--- src/rtl/async_tx_pkg.sv ---
package async_tx_pkg;

  // control word, msb first: bit 0 is the enable
  typedef struct packed {
    logic ie_done;
    logic ie_empty;
    logic bit8;
    logic nine;
    logic brk;
    logic en;
  } tx_ctrl_t;

  localparam int CTRL_W = $bits(tx_ctrl_t);

  // what the frame engine loads at a frame boundary
  typedef enum logic [2:0] {
    NXT_IDLE,
    NXT_PRE,
    NXT_BRK,
    NXT_STOP,
    NXT_DATA
  } nxt_e;

endpackage

--- src/rtl/tx_ctrl_reg.sv ---
module tx_ctrl_reg
  import async_tx_pkg::*;
(
  input  logic              clk,
  input  logic              rst_n,
  input  logic              wr,
  input  logic [CTRL_W-1:0] wdata,
  output tx_ctrl_t          ctrl,
  output logic              en_rise
);

  tx_ctrl_t wr_word;
  assign wr_word = tx_ctrl_t'(wdata);

  // enable goes 0 -> 1 with this write
  assign en_rise = wr && wr_word.en && !ctrl.en;

  always_ff @(posedge clk) begin
    if (!rst_n)  ctrl <= '0;
    else if (wr) ctrl <= wr_word;
  end

endmodule

--- src/rtl/tx_hold_reg.sv ---
module tx_hold_reg #(
  parameter int DATA_W = 8
) (
  input  logic              clk,
  input  logic              rst_n,
  input  logic              wr,
  input  logic [DATA_W-1:0] wdata,
  input  logic              take,
  output logic [DATA_W-1:0] data,
  output logic              full
);

  always_ff @(posedge clk) begin
    if (!rst_n) begin
      data <= '0;
      full <= 1'b0;
    end else begin
      if (wr) data <= wdata;
      if (wr)        full <= 1'b1;
      else if (take) full <= 1'b0;
    end
  end

endmodule

--- src/rtl/tx_frame_eng.sv ---
module tx_frame_eng
  import async_tx_pkg::*;
#(
  parameter int DATA_W = 8
) (
  input  logic              clk,
  input  logic              rst_n,
  input  logic              bit_tick,
  input  tx_ctrl_t          ctrl,
  input  logic              en_rise,
  input  logic              hold_full,
  input  logic [DATA_W-1:0] hold_data,
  output logic              txd,
  output logic              take,
  output logic              idle_end
);

  localparam int FRAME_W = DATA_W + 3;
  localparam int CNT_W   = $clog2(FRAME_W + 1);

  // bits in one character time: start + data (+ ninth) + stop
  function automatic logic [CNT_W-1:0] frame_len(input logic nine);
    return CNT_W'(DATA_W + 2) + CNT_W'(nine);
  endfunction

  // frame image, bit 0 leaves the block first
  function automatic logic [FRAME_W-1:0] build_frame(
    input logic [DATA_W-1:0] d, input logic b8, input logic nine);
    logic [FRAME_W-1:0] f;
    f            = '1;
    f[0]         = 1'b0;
    f[DATA_W:1]  = d;
    if (nine) f[DATA_W+1] = b8;
    return f;
  endfunction

  logic [FRAME_W-1:0] sh;
  logic [CNT_W-1:0]   cnt;
  logic               pre_pend;
  logic               brk_tail;
  logic               adv;
  nxt_e               nxt;

  // a frame boundary: last bit ending or line idle
  assign adv = bit_tick && (cnt <= CNT_W'(1));

  always_comb begin
    if (pre_pend && ctrl.en)        nxt = NXT_PRE;
    else if (ctrl.brk && ctrl.en)   nxt = NXT_BRK;
    else if (brk_tail)              nxt = NXT_STOP;
    else if (hold_full && ctrl.en)  nxt = NXT_DATA;
    else                            nxt = NXT_IDLE;
  end

  assign take     = adv && (nxt == NXT_DATA);
  assign idle_end = adv && (nxt == NXT_IDLE) && (cnt == CNT_W'(1));
  assign txd      = (cnt != '0) ? sh[0] : 1'b1;

  always_ff @(posedge clk) begin
    if (!rst_n) begin
      sh       <= '1;
      cnt      <= '0;
      pre_pend <= 1'b0;
      brk_tail <= 1'b0;
    end else begin
      if (en_rise)                       pre_pend <= 1'b1;
      else if (!ctrl.en)                 pre_pend <= 1'b0;
      else if (adv && nxt == NXT_PRE)    pre_pend <= 1'b0;

      if (adv) begin
        case (nxt)
          NXT_PRE:  begin sh <= '1; cnt <= frame_len(ctrl.nine); end
          NXT_BRK:  begin sh <= '0; cnt <= frame_len(ctrl.nine); brk_tail <= 1'b1; end
          NXT_STOP: begin sh <= '1; cnt <= CNT_W'(1); brk_tail <= 1'b0; end
          NXT_DATA: begin
            sh  <= build_frame(hold_data, ctrl.bit8, ctrl.nine);
            cnt <= frame_len(ctrl.nine);
          end
          default:  begin sh <= '1; cnt <= '0; end
        endcase
      end else if (bit_tick) begin
        sh  <= {1'b1, sh[FRAME_W-1:1]};
        cnt <= cnt - CNT_W'(1);
      end
    end
  end


  hold_no_tick_chk: assert property (@(posedge clk) disable iff (!rst_n)
    !bit_tick |=> $stable(cnt) && $stable(sh));


  cnt_range_chk: assert property (@(posedge clk) disable iff (!rst_n)
    cnt <= CNT_W'(FRAME_W));


  brk_low_chk: assert property (@(posedge clk) disable iff (!rst_n)
    (adv && nxt == NXT_BRK) |=> !txd);


  dis_idle_chk: assert property (@(posedge clk) disable iff (!rst_n)
    (adv && !ctrl.en && !brk_tail) |=> txd);

endmodule

--- src/rtl/tx_status.sv ---
module tx_status (
  input  logic clk,
  input  logic rst_n,
  input  logic data_wr,
  input  logic idle_end,
  input  logic empty,
  input  logic ie_empty,
  input  logic ie_done,
  output logic done,
  output logic irq
);

  always_ff @(posedge clk) begin
    if (!rst_n)        done <= 1'b1;
    else if (data_wr)  done <= 1'b0;
    else if (idle_end) done <= 1'b1;
  end

  assign irq = (ie_empty && empty) || (ie_done && done);


  done_clr_chk: assert property (@(posedge clk) disable iff (!rst_n)
    data_wr |=> !done);

endmodule

--- src/rtl/async_tx.sv ---
module async_tx
  import async_tx_pkg::*;
#(
  parameter int DATA_W = 8
) (
  input  logic              clk,
  input  logic              rst_n,
  input  logic              bit_tick,
  input  logic              wr_data_en,
  input  logic [DATA_W-1:0] wr_data,
  input  logic              wr_ctrl_en,
  input  logic [CTRL_W-1:0] wr_ctrl,
  output logic              txd,
  output logic              empty_flag,
  output logic              done_flag,
  output logic              irq
);

  tx_ctrl_t          ctrl;
  logic              en_rise;
  logic              hold_full;
  logic [DATA_W-1:0] hold_data;
  logic              take;
  logic              idle_end;

  tx_ctrl_reg u_ctrl (
    .clk(clk), .rst_n(rst_n), .wr(wr_ctrl_en), .wdata(wr_ctrl),
    .ctrl(ctrl), .en_rise(en_rise)
  );

  tx_hold_reg #(.DATA_W(DATA_W)) u_hold (
    .clk(clk), .rst_n(rst_n), .wr(wr_data_en), .wdata(wr_data),
    .take(take), .data(hold_data), .full(hold_full)
  );

  tx_frame_eng #(.DATA_W(DATA_W)) u_eng (
    .clk(clk), .rst_n(rst_n), .bit_tick(bit_tick), .ctrl(ctrl),
    .en_rise(en_rise), .hold_full(hold_full), .hold_data(hold_data),
    .txd(txd), .take(take), .idle_end(idle_end)
  );

  assign empty_flag = !hold_full;

  tx_status u_stat (
    .clk(clk), .rst_n(rst_n), .data_wr(wr_data_en), .idle_end(idle_end),
    .empty(empty_flag), .ie_empty(ctrl.ie_empty), .ie_done(ctrl.ie_done),
    .done(done_flag), .irq(irq)
  );


  take_full_chk: assert property (@(posedge clk) disable iff (!rst_n)
    take |-> hold_full);


  empty_set_chk: assert property (@(posedge clk) disable iff (!rst_n)
    (take && !wr_data_en) |=> empty_flag);

endmodule

--- config.mk ---
export PLATFORM = sky130hd
export DESIGN_NAME = async_tx
export DESIGN_NICKNAME = d
export VERILOG_FILES = /design/src/rtl/async_tx_pkg.sv /design/src/rtl/tx_ctrl_reg.sv /design/src/rtl/tx_hold_reg.sv /design/src/rtl/tx_frame_eng.sv /design/src/rtl/tx_status.sv /design/src/rtl/async_tx.sv
export SDC_FILE = /design/constraint.sdc
export NUM_CORES = 1
export LEC_CHECK = 0
export CAP_MARGIN = 20
export CORE_AREA = 4 4 61 63
export CTS_CLUSTER_SIZE = 8
export DETAILED_ROUTE_END_ITERATION = 8
export DIE_AREA = 0 0 65 67
export PLACE_DENSITY = 0.75
export SLEW_MARGIN = 0
export SYNTH_ARGS = -nofsm -noshare
export SYNTH_HDL_FRONTEND = slang
export SYNTH_SLANG_ARGS = --single-unit
--- constraint.sdc ---
create_clock -name clk -period 1.9 [get_ports clk]
set_input_delay 0.475 -clock clk [delete_from_list [all_inputs] [get_ports clk]]
set_output_delay 0.475 -clock clk [all_outputs]
set_load 0.1 [all_outputs]
==> results of run 1 <==
==> cells in the final DEF, fill, tap and decap left out, types with 2 or more instances in the layout <==
cell             instances
nand2b_1                 2
ha_1                     3
o21ai_1                 11
and3b_1                  2
dfxtp_2                  3
buf_12                   5
nand3_1                  2
clkdlybuf4s50_1         18
nor2b_1                 15
a221oi_2                10
buf_4                   10
nor2_1                  10
mux2i_1                 15
dfxtp_1                 30
nand2_1                  8
a31oi_1                  5
a21oi_1                  2
o21ai_0                  3
inv_1                    3
clkbuf_4                 5
nand3b_1                 8
==> cell families after synthesis <==
kind of cell | count (synthesis)
compound gates | 41
mux | 15
fa+ha+maj | 3
simple gates | 57
buf+inv | 18
flops | 33
==> worst max-delay path by stage <==
stage	start	endpoint	cells after the start
after global placement	bit_tick	u_eng.cnt[3]$_SDFFE_PN0P_	5
after detailed placement	u_eng.cnt[0]$_SDFFE_PN0P_	u_eng.sh[4]$_SDFFE_PN1P_	6
after floorplan	u_hold.full$_SDFFE_PN0P_	irq	2
after CTS	u_eng.cnt[0]$_SDFFE_PN0P_	txd	4
final	u_eng.cnt[0]$_SDFFE_PN0P_	txd	4
after global routing	u_eng.cnt[1]$_SDFFE_PN0P_	txd	4
==> critical path, delay by kind of cell (launching register included) <==
| family | cells | cell delay (ps) |
|---|---|---|
| compound gates | 1 | 180 |
| fa+ha+maj | 1 | 200 |
| buf+inv | 2 | 250 |
| flops | 1 | 360 |
==> routing by layer <==
metal / global-route usage / up-vias / part of all wire
li1: - / 657 / -
met1: 0.198 / 615 / 0.42
met2: 0.308 / 34 / 0.51
met3: 0.0540 / 6 / 0.052
met4: 0.0792 / 0 / 0.018
met5: 0 / - / 0
==> layout make-up <==
cell class	instances	share of cell area
Clock buffer	7	0.0267
Clock inverter	1	0.0146
Multi-Input combinational cell	116	0.426
Tap cell	46	0.0279
Timing Repair Buffer	33	0.172
Sequential cell	33	0.322
Inverter	5	0.0109
==> timing repair <==
item	4_1_cts	5_1_grt
hold endpoints to repair	0	0
pin swaps	0	0
setup buffers	0	1
setup endpoints to repair	10	3
gates resized for setup	2	2
==> state kept, by name (all words and copies together) (netlist names) <==
register / count
u_ctrl.ctrl: 6
u_eng.brk_tail: 1
u_eng.cnt: 4
u_eng.pre_pend: 1
u_eng.sh: 11
u_hold.data: 8
u_hold.full: 1
u_stat.done: 1
==> power by group through the flow <==
stage / logic [mW] / clock network (mW) / registers (mW)
6_report: 0.375 / 0.549 / 0.775
5_1_grt: 0.405 / 0.596 / 0.781
4_1_cts: 0.370 / 0.562 / 0.775
3_5_place_dp: 0.369 / 0 / 0.790
3_3_place_gp: 0.355 / 0 / 0.786
2_1_floorplan: 0.246 / 0 / 0.790
==> metrics by stage <==
step	cells	util
CTS	240	0.635
floorplan	167	-
finish	241	0.638
global placement	232	0.608
global route	241	0.638
detailed placement	232	0.608
==> reports/qor.txt, run 1 <==
Tmin final - 1800 ps
Worst-Margin Slew - 383 ps
DIE WIDTH - 65 um
Pint - 1.23 mW
Main combinational cell family by area after synthesis - compound AO/OA/AOI/OAI gates
Synth unique cells - 41
Post-DP HPWL - 2600 um
Most common cell in the netlist - dfxtp_1
Yosys reg bits - 33
Pwr dens - 823 nW/um^2
Asr flop ratio synth - 0
R2R Path Start - u_eng.cnt[0]$_SDFFE_PN0P_
Final Max Slew Viols - 0
# rows - 21
IO Count - 23
Post-DR vias/cell - 5.44
Slew headroom - 0.741
Filler cells - 290
Remaining antenna violation count - 0
Residual DRC count - 0
Design Power - 1.70 mW
Depth of the most critical reg-to-reg path - 6
Drt wl/cell - 14.3 um
Storage element area - 664 um^2
# H-tree levels - 2
Synth area leader - dfxtp_1
Flop pwr share - 0.456
Pin count of the biggest net entering global routing - 19
Synth Flop Type - dfxtp_1
Final Net Count - 216
VDD IR max - 0.487 mV
Area of the multi-input gates - 878 um^2
CTS tree - yes
Fin Setup TNS - 0 ps
Hold Path Class - reg -> reg
Vias in the first global route - 1293
Clock transition at path regs - 100 ps
Adder-cell share of the synthesized area - 0.0231
Status - finished, final reports clean
Post-Syn Instances - 167
Placement Cell Area - 1960 um^2
Final Hold Fails - 0
Routability congestion estimate - 0.812
DR pass1 iterations - 4
Synth cell count leaders - dfxtp_1 (33), mux2i_1 (15), nor2b_1 (15)
Core footprint - 3230 um^2
Critical path capture point type - output pin
Layout cells sized above 1 - 0.215
Worst R2R End - u_eng.sh[0]$_SDFFE_PN1P_
Clock skew - 12.3 ps
Synthesis Warnings - 0
Cell Chain, Critical Path - inv_1 > ha_1 > a21o_1 > buf_12
Leakage - 0.784 nW
Startpoint type of the worst setup path - register
Hold WS - 496 ps
Synthesized area - 1630 um^2
Req. time, crit path - 1420 ps
Sequential share of the synthesized area - 0.406
Cts hold-fix bufs - 0
Switch share - 0.274
Max-cap violations - 0
Detailed-route wire length - 3450 um
Net count after synthesis - 189
Unrepaired setup endpoints after global routing - no
Post-synth EDFFs - 0
Max Clock Freq - 555 MHz
Worst skew pair latency - 340 ps
Simple-Gate Fraction of Synth Area - 0.210
GR Overflow Total - 0
Setup violators final - 0
WHS Path Cells - 2
Slowest stage delay, CP - 360 ps
Clk network pwr share - 0.323
CP Data Arrival Time - 1330 ps
Die Y - 67 um
Avg Cell Area, Syn - 9.75 um^2
Synth top area cells - dfxtp_1 (41%), a221oi_2 (9.2%), mux2i_1 (9.2%), nor2b_1 (5.8%), nand3b_1 (3.7%)
Pre-CTS setup slack - -52.7 ps
Synth Area in Compound Gates - 0.211
Top-area cell type share of the netlist area - 0.406
Synth-to-layout area growth - 26.7%
Initial core utilization - 0.504
Comb pwr share - 0.221
CTS sink cnt - 33
Worst hold endpoint - u_eng.sh[9]$_SDFFE_PN1P_
Count of input and output buffers - 22
Die area - 4360 um^2
Slowest-stage cell, CP - dfxtp_2
Period utilization - 0.949
Clock Tree Buf Depth - 2
GRT Total Usage - 0.177
First-pass GRT wire length - 5800 um
Post-route cell area - 2060 um^2
Final Worst Setup Slack - 97.2 ps
Initial antenna violation count - 0
R2R setup slack - 190 ps
N_diodes - 0
XOR/XNOR share of the synthesized area - 0
TritonCTS Buffers - 5
WS Path Type - reg -> out
Max FO, Critical Path - 3
Multiplexer area fraction after synthesis - 0.0922
Root buffer selected by CTS - clkbuf_4
DRT iter0 DRCs - 126
P_sw - 0.465 mW
Via count - 1312
Hold path startpoint - u_eng.sh[9]$_SDFFE_PN1P_
No activity file was read; power rests on OpenSTA's default activity.
==> run 2, diff against run 1 <==
--- a/config.mk
+++ b/config.mk
@@ -6,11 +6,11 @@
 export NUM_CORES = 1
 export LEC_CHECK = 0
 export CAP_MARGIN = 20
-export CORE_AREA = 4 4 61 63
+export CORE_AREA = 4 4 63 65
 export CTS_CLUSTER_SIZE = 8
 export DETAILED_ROUTE_END_ITERATION = 8
-export DIE_AREA = 0 0 65 67
-export PLACE_DENSITY = 0.75
+export DIE_AREA = 0 0 67 69
+export PLACE_DENSITY = 0.71
 export SLEW_MARGIN = 0
 export SYNTH_ARGS = -nofsm -noshare
 export SYNTH_HDL_FRONTEND = slang
==> reports/qor.txt, run 2 (synthesis gave the netlist of run 1 again) <==
Status - finished, final reports clean (unchanged)
GRT Total Usage - 0.158 (was 0.177)
Max FFs per register - 11 (unchanged)
Critical path capture point type - output pin (unchanged)
VDD IR max - 0.432 mV (was 0.487 mV)
P_sw - 0.462 mW (was 0.465 mW)
R2R setup slack - 230 ps (was 190 ps)
Filler cells - 306 (was 290)
Final Max Slew Viols - 0 (unchanged)
Max FO, Critical Path - 4 (was 3)
# H-tree levels - 2 (unchanged)
Worst skew pair latency - 320 ps (was 340 ps)
Die Y - 69 um (was 67 um)
N_diodes - 0 (unchanged)
Pint - 1.23 mW (about the same)
Core footprint - 3340 um^2 (was 3230 um^2)
Pwr dens - 831 nW/um^2 (was 823 nW/um^2)
Commonest cells after routing, fill and taps aside - dfxtp_1 (31), clkdlybuf4s50_1 (18), mux2i_1 (15), nor2b_1 (15), o21ai_1 (11) (was dfxtp_1 (30), clkdlybuf4s50_1 (18), mux2i_1 (15), nor2b_1 (15), o21ai_1 (11))
Layout cells sized above 1 - 0.194 (was 0.215)
Clock Tree Buf Depth - 2 (unchanged)
Largest registers - u_eng.sh: 11 flops, u_hold.data: 8 flops, u_ctrl.ctrl: 6 flops (unchanged)
DIE WIDTH - 67 um (was 65 um)
Hold Path Class - reg -> reg (unchanged)
Cell Chain, Critical Path - inv_1 > ha_1 > a21o_1 > buf_12 (unchanged)
Commonest non-fill, non-tap cell in the layout - dfxtp_1 (unchanged)
CTS sink cnt - 33 (unchanged)
GR Overflow Total - 0 (unchanged)
Req. time, crit path - 1420 ps (about the same)
Clock transition at path regs - 110 ps (was 100 ps)
Comb pwr share - 0.216 (was 0.221)
Detailed-route wire length - 3320 um (was 3450 um)
Die area - 4620 um^2 (was 4360 um^2)
Initial core utilization - 0.488 (was 0.504)
CTS tree - yes (unchanged)
Synth-to-layout area growth - 24.8% (was 26.7%)
Vias in the first global route - 1305 (was 1293)
Post-route cell area - 2030 um^2 (was 2060 um^2)
Final Hold Fails - 0 (unchanged)
Max Clock Freq - 553 MHz (was 555 MHz)
Via count - 1288 (was 1312)
Post-DR vias/cell - 5.43 (was 5.44)
Post-CTS setup buffers - 0 (unchanged)
Setup violators final - 0 (unchanged)
Initial antenna violation count - 0 (unchanged)
Worst-Margin Slew - 497 ps (was 383 ps)
DRT iter0 DRCs - 88 (was 126)
Switch share - 0.273 (was 0.274)
CP Data Arrival Time - 1330 ps (about the same)
Count of input and output buffers - 22 (unchanged)
Placement Cell Area - 1940 um^2 (was 1960 um^2)
Storage element area - 663 um^2 (was 664 um^2)
First-pass GRT wire length - 5820 um (was 5800 um)
# rows - 21 (unchanged)
Slowest-stage cell, CP - dfxtp_2 (unchanged)
Max-cap violations - 0 (unchanged)
Period utilization - 0.952 (was 0.949)
Pin count of the biggest net entering global routing - 25 (was 19)
Flop pwr share - 0.458 (was 0.456)
IO Count - 23 (unchanged)
TritonCTS Buffers - 5 (unchanged)
Leakage - 0.764 nW (was 0.784 nW)
Routability congestion estimate - 0.846 (was 0.812)
Unrepaired setup endpoints after global routing - no (unchanged)
Drt wl/cell - 14.0 um (was 14.3 um)
Startpoint type of the worst setup path - register (unchanged)
Clk network pwr share - 0.326 (was 0.323)
Clock skew - 14.0 ps (was 12.3 ps)
Tmin final - 1810 ps (was 1800 ps)
Hold WS - 510 ps (was 496 ps)
Post-DP HPWL - 2470 um (was 2600 um)
WS Path Type - reg -> out (unchanged)
DR pass1 iterations - 4 (unchanged)
Area of the multi-input gates - 878 um^2 (unchanged)
Root buffer selected by CTS - clkbuf_4 (unchanged)
Slowest stage delay, CP - 370 ps (was 360 ps)
Slew headroom - 0.668 (was 0.741)
Final Net Count - 212 (was 216)
Residual DRC count - 0 (unchanged)
Most flop-heavy register - u_eng.sh (unchanged)
Remaining antenna violation count - 0 (unchanged)
[run 2: path summary, 6_finish.rpt]
path	endpoint	startpoint	cells after the start
hold / removal	u_eng.sh[9]$_SDFFE_PN1P_	u_eng.sh[9]$_SDFFE_PN1P_	2
hold reg to reg	u_eng.sh[9]$_SDFFE_PN1P_	u_eng.sh[9]$_SDFFE_PN1P_	2
setup / recovery	txd	u_eng.cnt[0]$_SDFFE_PN0P_	4
setup reg to reg	u_eng.sh[0]$_SDFFE_PN1P_	u_eng.cnt[0]$_SDFFE_PN0P_	6
[run 2: area by class of cell]
cell class              instances  area share
multi-input cells             116       0.432
well taps                      46      0.0283
clock buffers                   7      0.0271
repair buffers                 29       0.160
inverters                       5      0.0111
clock inverters                 1      0.0148
flip-flops and latches         33       0.326
[run 2: per-stage QoR]
step | power, mW | worst slack [ps] | utilization | setup TNS, ps | std cells
3_5_place_dp | 1.15 | -21.4 | 0.582 | -112 | 229
5_1_grt | 1.76 | 16.9 | 0.609 | 0 | 237
2_1_floorplan | 1.04 | 32.1 | - | 0 | 167
4_1_cts | 1.69 | 17.7 | 0.607 | 0 | 237
3_3_place_gp | 1.14 | 19.0 | 0.582 | 0 | 229
6_report | 1.69 | 91.7 | 0.609 | 0 | 237
[run 2: timing repair]
item,CTS,global route
setup endpoints to repair,0,11
resized for setup,0,3
hold buffers,0,0
[run 2: metal layers]
metal,up-vias,share of wire,global-route usage
met4,0,0.0078,0.0428
met3,4,0.051,0.0455
li1,653,-,-
met5,-,0,0
met1,601,0.47,0.207
met2,30,0.47,0.250
[run 2: worst max-delay path, delay by kind of cell, from the launching register on]
| kind | cells | cell delay (ps) |
|---|---|---|
| flip-flops | 1 | 370 |
| adder cells (fa/ha/maj) | 1 | 200 |
| AO/OA/AOI/OAI | 1 | 180 |
| buffers and inverters | 2 | 250 |
[run 2: power groups by stage]
| stage | registers (mW) | clock network, mW | logic (mW) |
|---|---|---|---|
| 5_1_grt | 0.781 | 0.587 | 0.395 |
| 4_1_cts | 0.774 | 0.557 | 0.364 |
| 2_1_floorplan | 0.790 | 0 | 0.246 |
| 6_report | 0.774 | 0.550 | 0.365 |
| 3_5_place_dp | 0.789 | 0 | 0.362 |
| 3_3_place_gp | 0.787 | 0 | 0.352 |
==> run 3, diff against run 2 <==
--- a/config.mk
+++ b/config.mk
@@ -6,12 +6,11 @@
 export NUM_CORES = 1
 export LEC_CHECK = 0
 export CAP_MARGIN = 20
-export CORE_AREA = 4 4 63 65
+export CORE_AREA = 4 4 74 76
 export CTS_CLUSTER_SIZE = 8
 export DETAILED_ROUTE_END_ITERATION = 8
-export DIE_AREA = 0 0 67 69
-export PLACE_DENSITY = 0.71
-export SLEW_MARGIN = 0
+export DIE_AREA = 0 0 78 80
+export SLEW_MARGIN = 20
 export SYNTH_ARGS = -nofsm -noshare
 export SYNTH_HDL_FRONTEND = slang
 export SYNTH_SLANG_ARGS = --single-unit
==> reports/qor.txt, run 3 (synthesis gave the netlist of run 1 again) <==
Most flop-heavy register - u_eng.sh (unchanged)
WS Path Type - reg -> out (unchanged)
Vias in the first global route - 1289 (was 1305)
Via count - 1262 (was 1288)
Max FO, Critical Path - 4 (unchanged)
Clock skew - 3.31 ps (was 14.0 ps)
Period utilization - 0.960 (was 0.952)
# H-tree levels - 2 (unchanged)
N_diodes - 0 (unchanged)
Clock Tree Buf Depth - 2 (unchanged)
CTS tree - yes (unchanged)
TritonCTS Buffers - 5 (unchanged)
Die Y - 80 um (was 69 um)
Hold WS - 484 ps (was 510 ps)
Post-DP HPWL - 2590 um (was 2470 um)
Final Max Slew Viols - 0 (unchanged)
Core footprint - 4720 um^2 (was 3340 um^2)
First-pass GRT wire length - 6100 um (was 5820 um)
Hold Path Class - reg -> reg (unchanged)
Leakage - 0.786 nW (was 0.764 nW)
Drt wl/cell - 13.5 um (was 14.0 um)
IO Count - 23 (unchanged)
Final Hold Fails - 0 (unchanged)
Critical path capture point type - output pin (unchanged)
GR Overflow Total - 0 (unchanged)
Post-DR vias/cell - 4.84 (was 5.43)
Unrepaired setup endpoints after global routing - no (unchanged)
# rows - 25 (was 21)
Max Clock Freq - 548 MHz (was 553 MHz)
Met2 WL - 1610 um (was 1560 um)
Initial core utilization - 0.345 (was 0.488)
Count of input and output buffers - 22 (unchanged)
Placement Cell Area - 1980 um^2 (was 1940 um^2)
Die area - 6240 um^2 (was 4620 um^2)
Top Layer Used - met4 (unchanged)
Final Worst Setup Slack - 75.4 ps (was 91.7 ps)
Pin count of the biggest net entering global routing - 21 (was 25)
Tmin final - 1820 ps (was 1810 ps)
Post-route cell area - 2100 um^2 (was 2030 um^2)
Worst skew pair latency - 280 ps (was 320 ps)
Largest registers - u_eng.sh: 11 flops, u_hold.data: 8 flops, u_ctrl.ctrl: 6 flops (unchanged)
CP Data Arrival Time - 1350 ps (was 1330 ps)
Design Power - 1.81 mW (was 1.69 mW)
DR pass1 iterations - 4 (unchanged)
Slew headroom - 0.754 (was 0.668)
Startpoint type of the worst setup path - register (unchanged)
Routability congestion estimate - 0.778 (was 0.846)
Hold path startpoint - u_eng.sh[9]$_SDFFE_PN1P_ (unchanged)
Commonest non-fill, non-tap cell in the layout - dfxtp_1 (unchanged)
Worst-Margin Slew - 363 ps (was 497 ps)
Crit path launch - u_eng.cnt[0]$_SDFFE_PN0P_ (unchanged)
Final Net Count - 215 (was 212)
Pwr dens - 863 nW/um^2 (was 831 nW/um^2)
Met3 wire length - 164 um (was 168 um)
Clock transition at path regs - 60 ps (was 110 ps)
Placed cell count - 253 (was 229)
DRT iter0 DRCs - 120 (was 88)
Root buffer selected by CTS - clkbuf_8 (was clkbuf_4)
Pre-CTS setup slack - -66.1 ps (was -21.4 ps)
GRT Total Usage - 0.123 (was 0.158)
Initial antenna violation count - 0 (unchanged)
CTS sink cnt - 33 (unchanged)
DIE WIDTH - 78 um (was 67 um)
Synth-to-layout area growth - 28.9% (was 24.8%)
Detailed-route wire length - 3530 um (was 3320 um)
Commonest cells after routing, fill and taps aside - dfxtp_1 (32), clkdlybuf4s50_1 (18), mux2i_1 (15), nor2b_1 (15), o21ai_1 (11) (was dfxtp_1 (31), clkdlybuf4s50_1 (18), mux2i_1 (15), nor2b_1 (15), o21ai_1 (11))
Layout cells sized above 1 - 0.201 (was 0.194)
Remaining antenna violation count - 0 (unchanged)
Status - finished, final reports clean (unchanged)
R2R Path Start - u_eng.cnt[0]$_SDFFE_PN0P_ (unchanged)
Setup violators final - 0 (unchanged)
Max FFs per register - 11 (unchanged)
Final Non-Filler Cells - 261 (was 237)
Met1 WL - 1730 um (was 1570 um)
Max-cap violations - 0 (unchanged)
Residual DRC count - 0 (unchanged)
Req. time, crit path - 1420 ps (about the same)
VDD IR max - 0.397 mV (was 0.432 mV)
==> run 3: cell types whose count changed in the layout (fill, tap and decap cells not counted), sizes merged <==
cell  previous run  this run
buf             11        14
==> run 3: per-layer routing <==
layer	GRT usage	vias up
met2	0.186	30
met4	0.0420	0
li1	-	650
met1	0.165	580
met5	0	-
met3	0.0406	2
==> run 3: what timing repair did <==
item	4_1_cts	5_1_grt
endpoints found under the setup margin	2	10
gates cloned	0	0
hold buffers	0	0
gates resized for setup	1	1
buffers inserted	0	0
==> run 3: critical path: stages, from the launching register on <==
cell and delay, ps:
dfxtp_1 400, inv_1 110, ha_1 210, a21o_1 180, buf_12 170
==> run 3: cell type report <==
cell class                 count  area, um^2
timing repair buffer          32         335
fill                         461        2630
sequential                    33         662
tap                           67        83.8
multi-input combinational    116         878
clock inverter                 1        30.0
inverter                       5        22.5
clock buffer                   7        86.3
==> run 3: metrics by stage <==
stage | setup TNS (ps) | utilization
after global routing | 0 | 0.444
after global placement | -180 | 0.419
after CTS | 0 | 0.444
after detailed placement | -479 | 0.419
final | 0 | 0.444
after floorplan | 0 | -
==> run 3: report_power, final <==
group | internal (mW) | switching (mW) | leakage, nW | total [mW]
Clock | 0.427 | 0.250 | 0.0585 | 0.677
Combinational | 0.171 | 0.190 | 0.455 | 0.361
Sequential | 0.738 | 0.0351 | 0.272 | 0.773
Total | 1.34 | 0.475 | 0.786 | 1.81
==> run 3: final timing paths <==
| path | slack, ps | to | depth (start not counted) |
|---|---|---|---|
| worst max-delay path | 80 | txd | 4 |
| worst min-delay path | 480 | u_eng.sh[9]$_SDFFE_PN1P_ | 2 |
| worst max register to register | 150 | u_eng.cnt[0]$_SDFFE_PN0P_ | 7 |
| worst min register to register | 480 | u_eng.sh[9]$_SDFFE_PN1P_ | 2 |
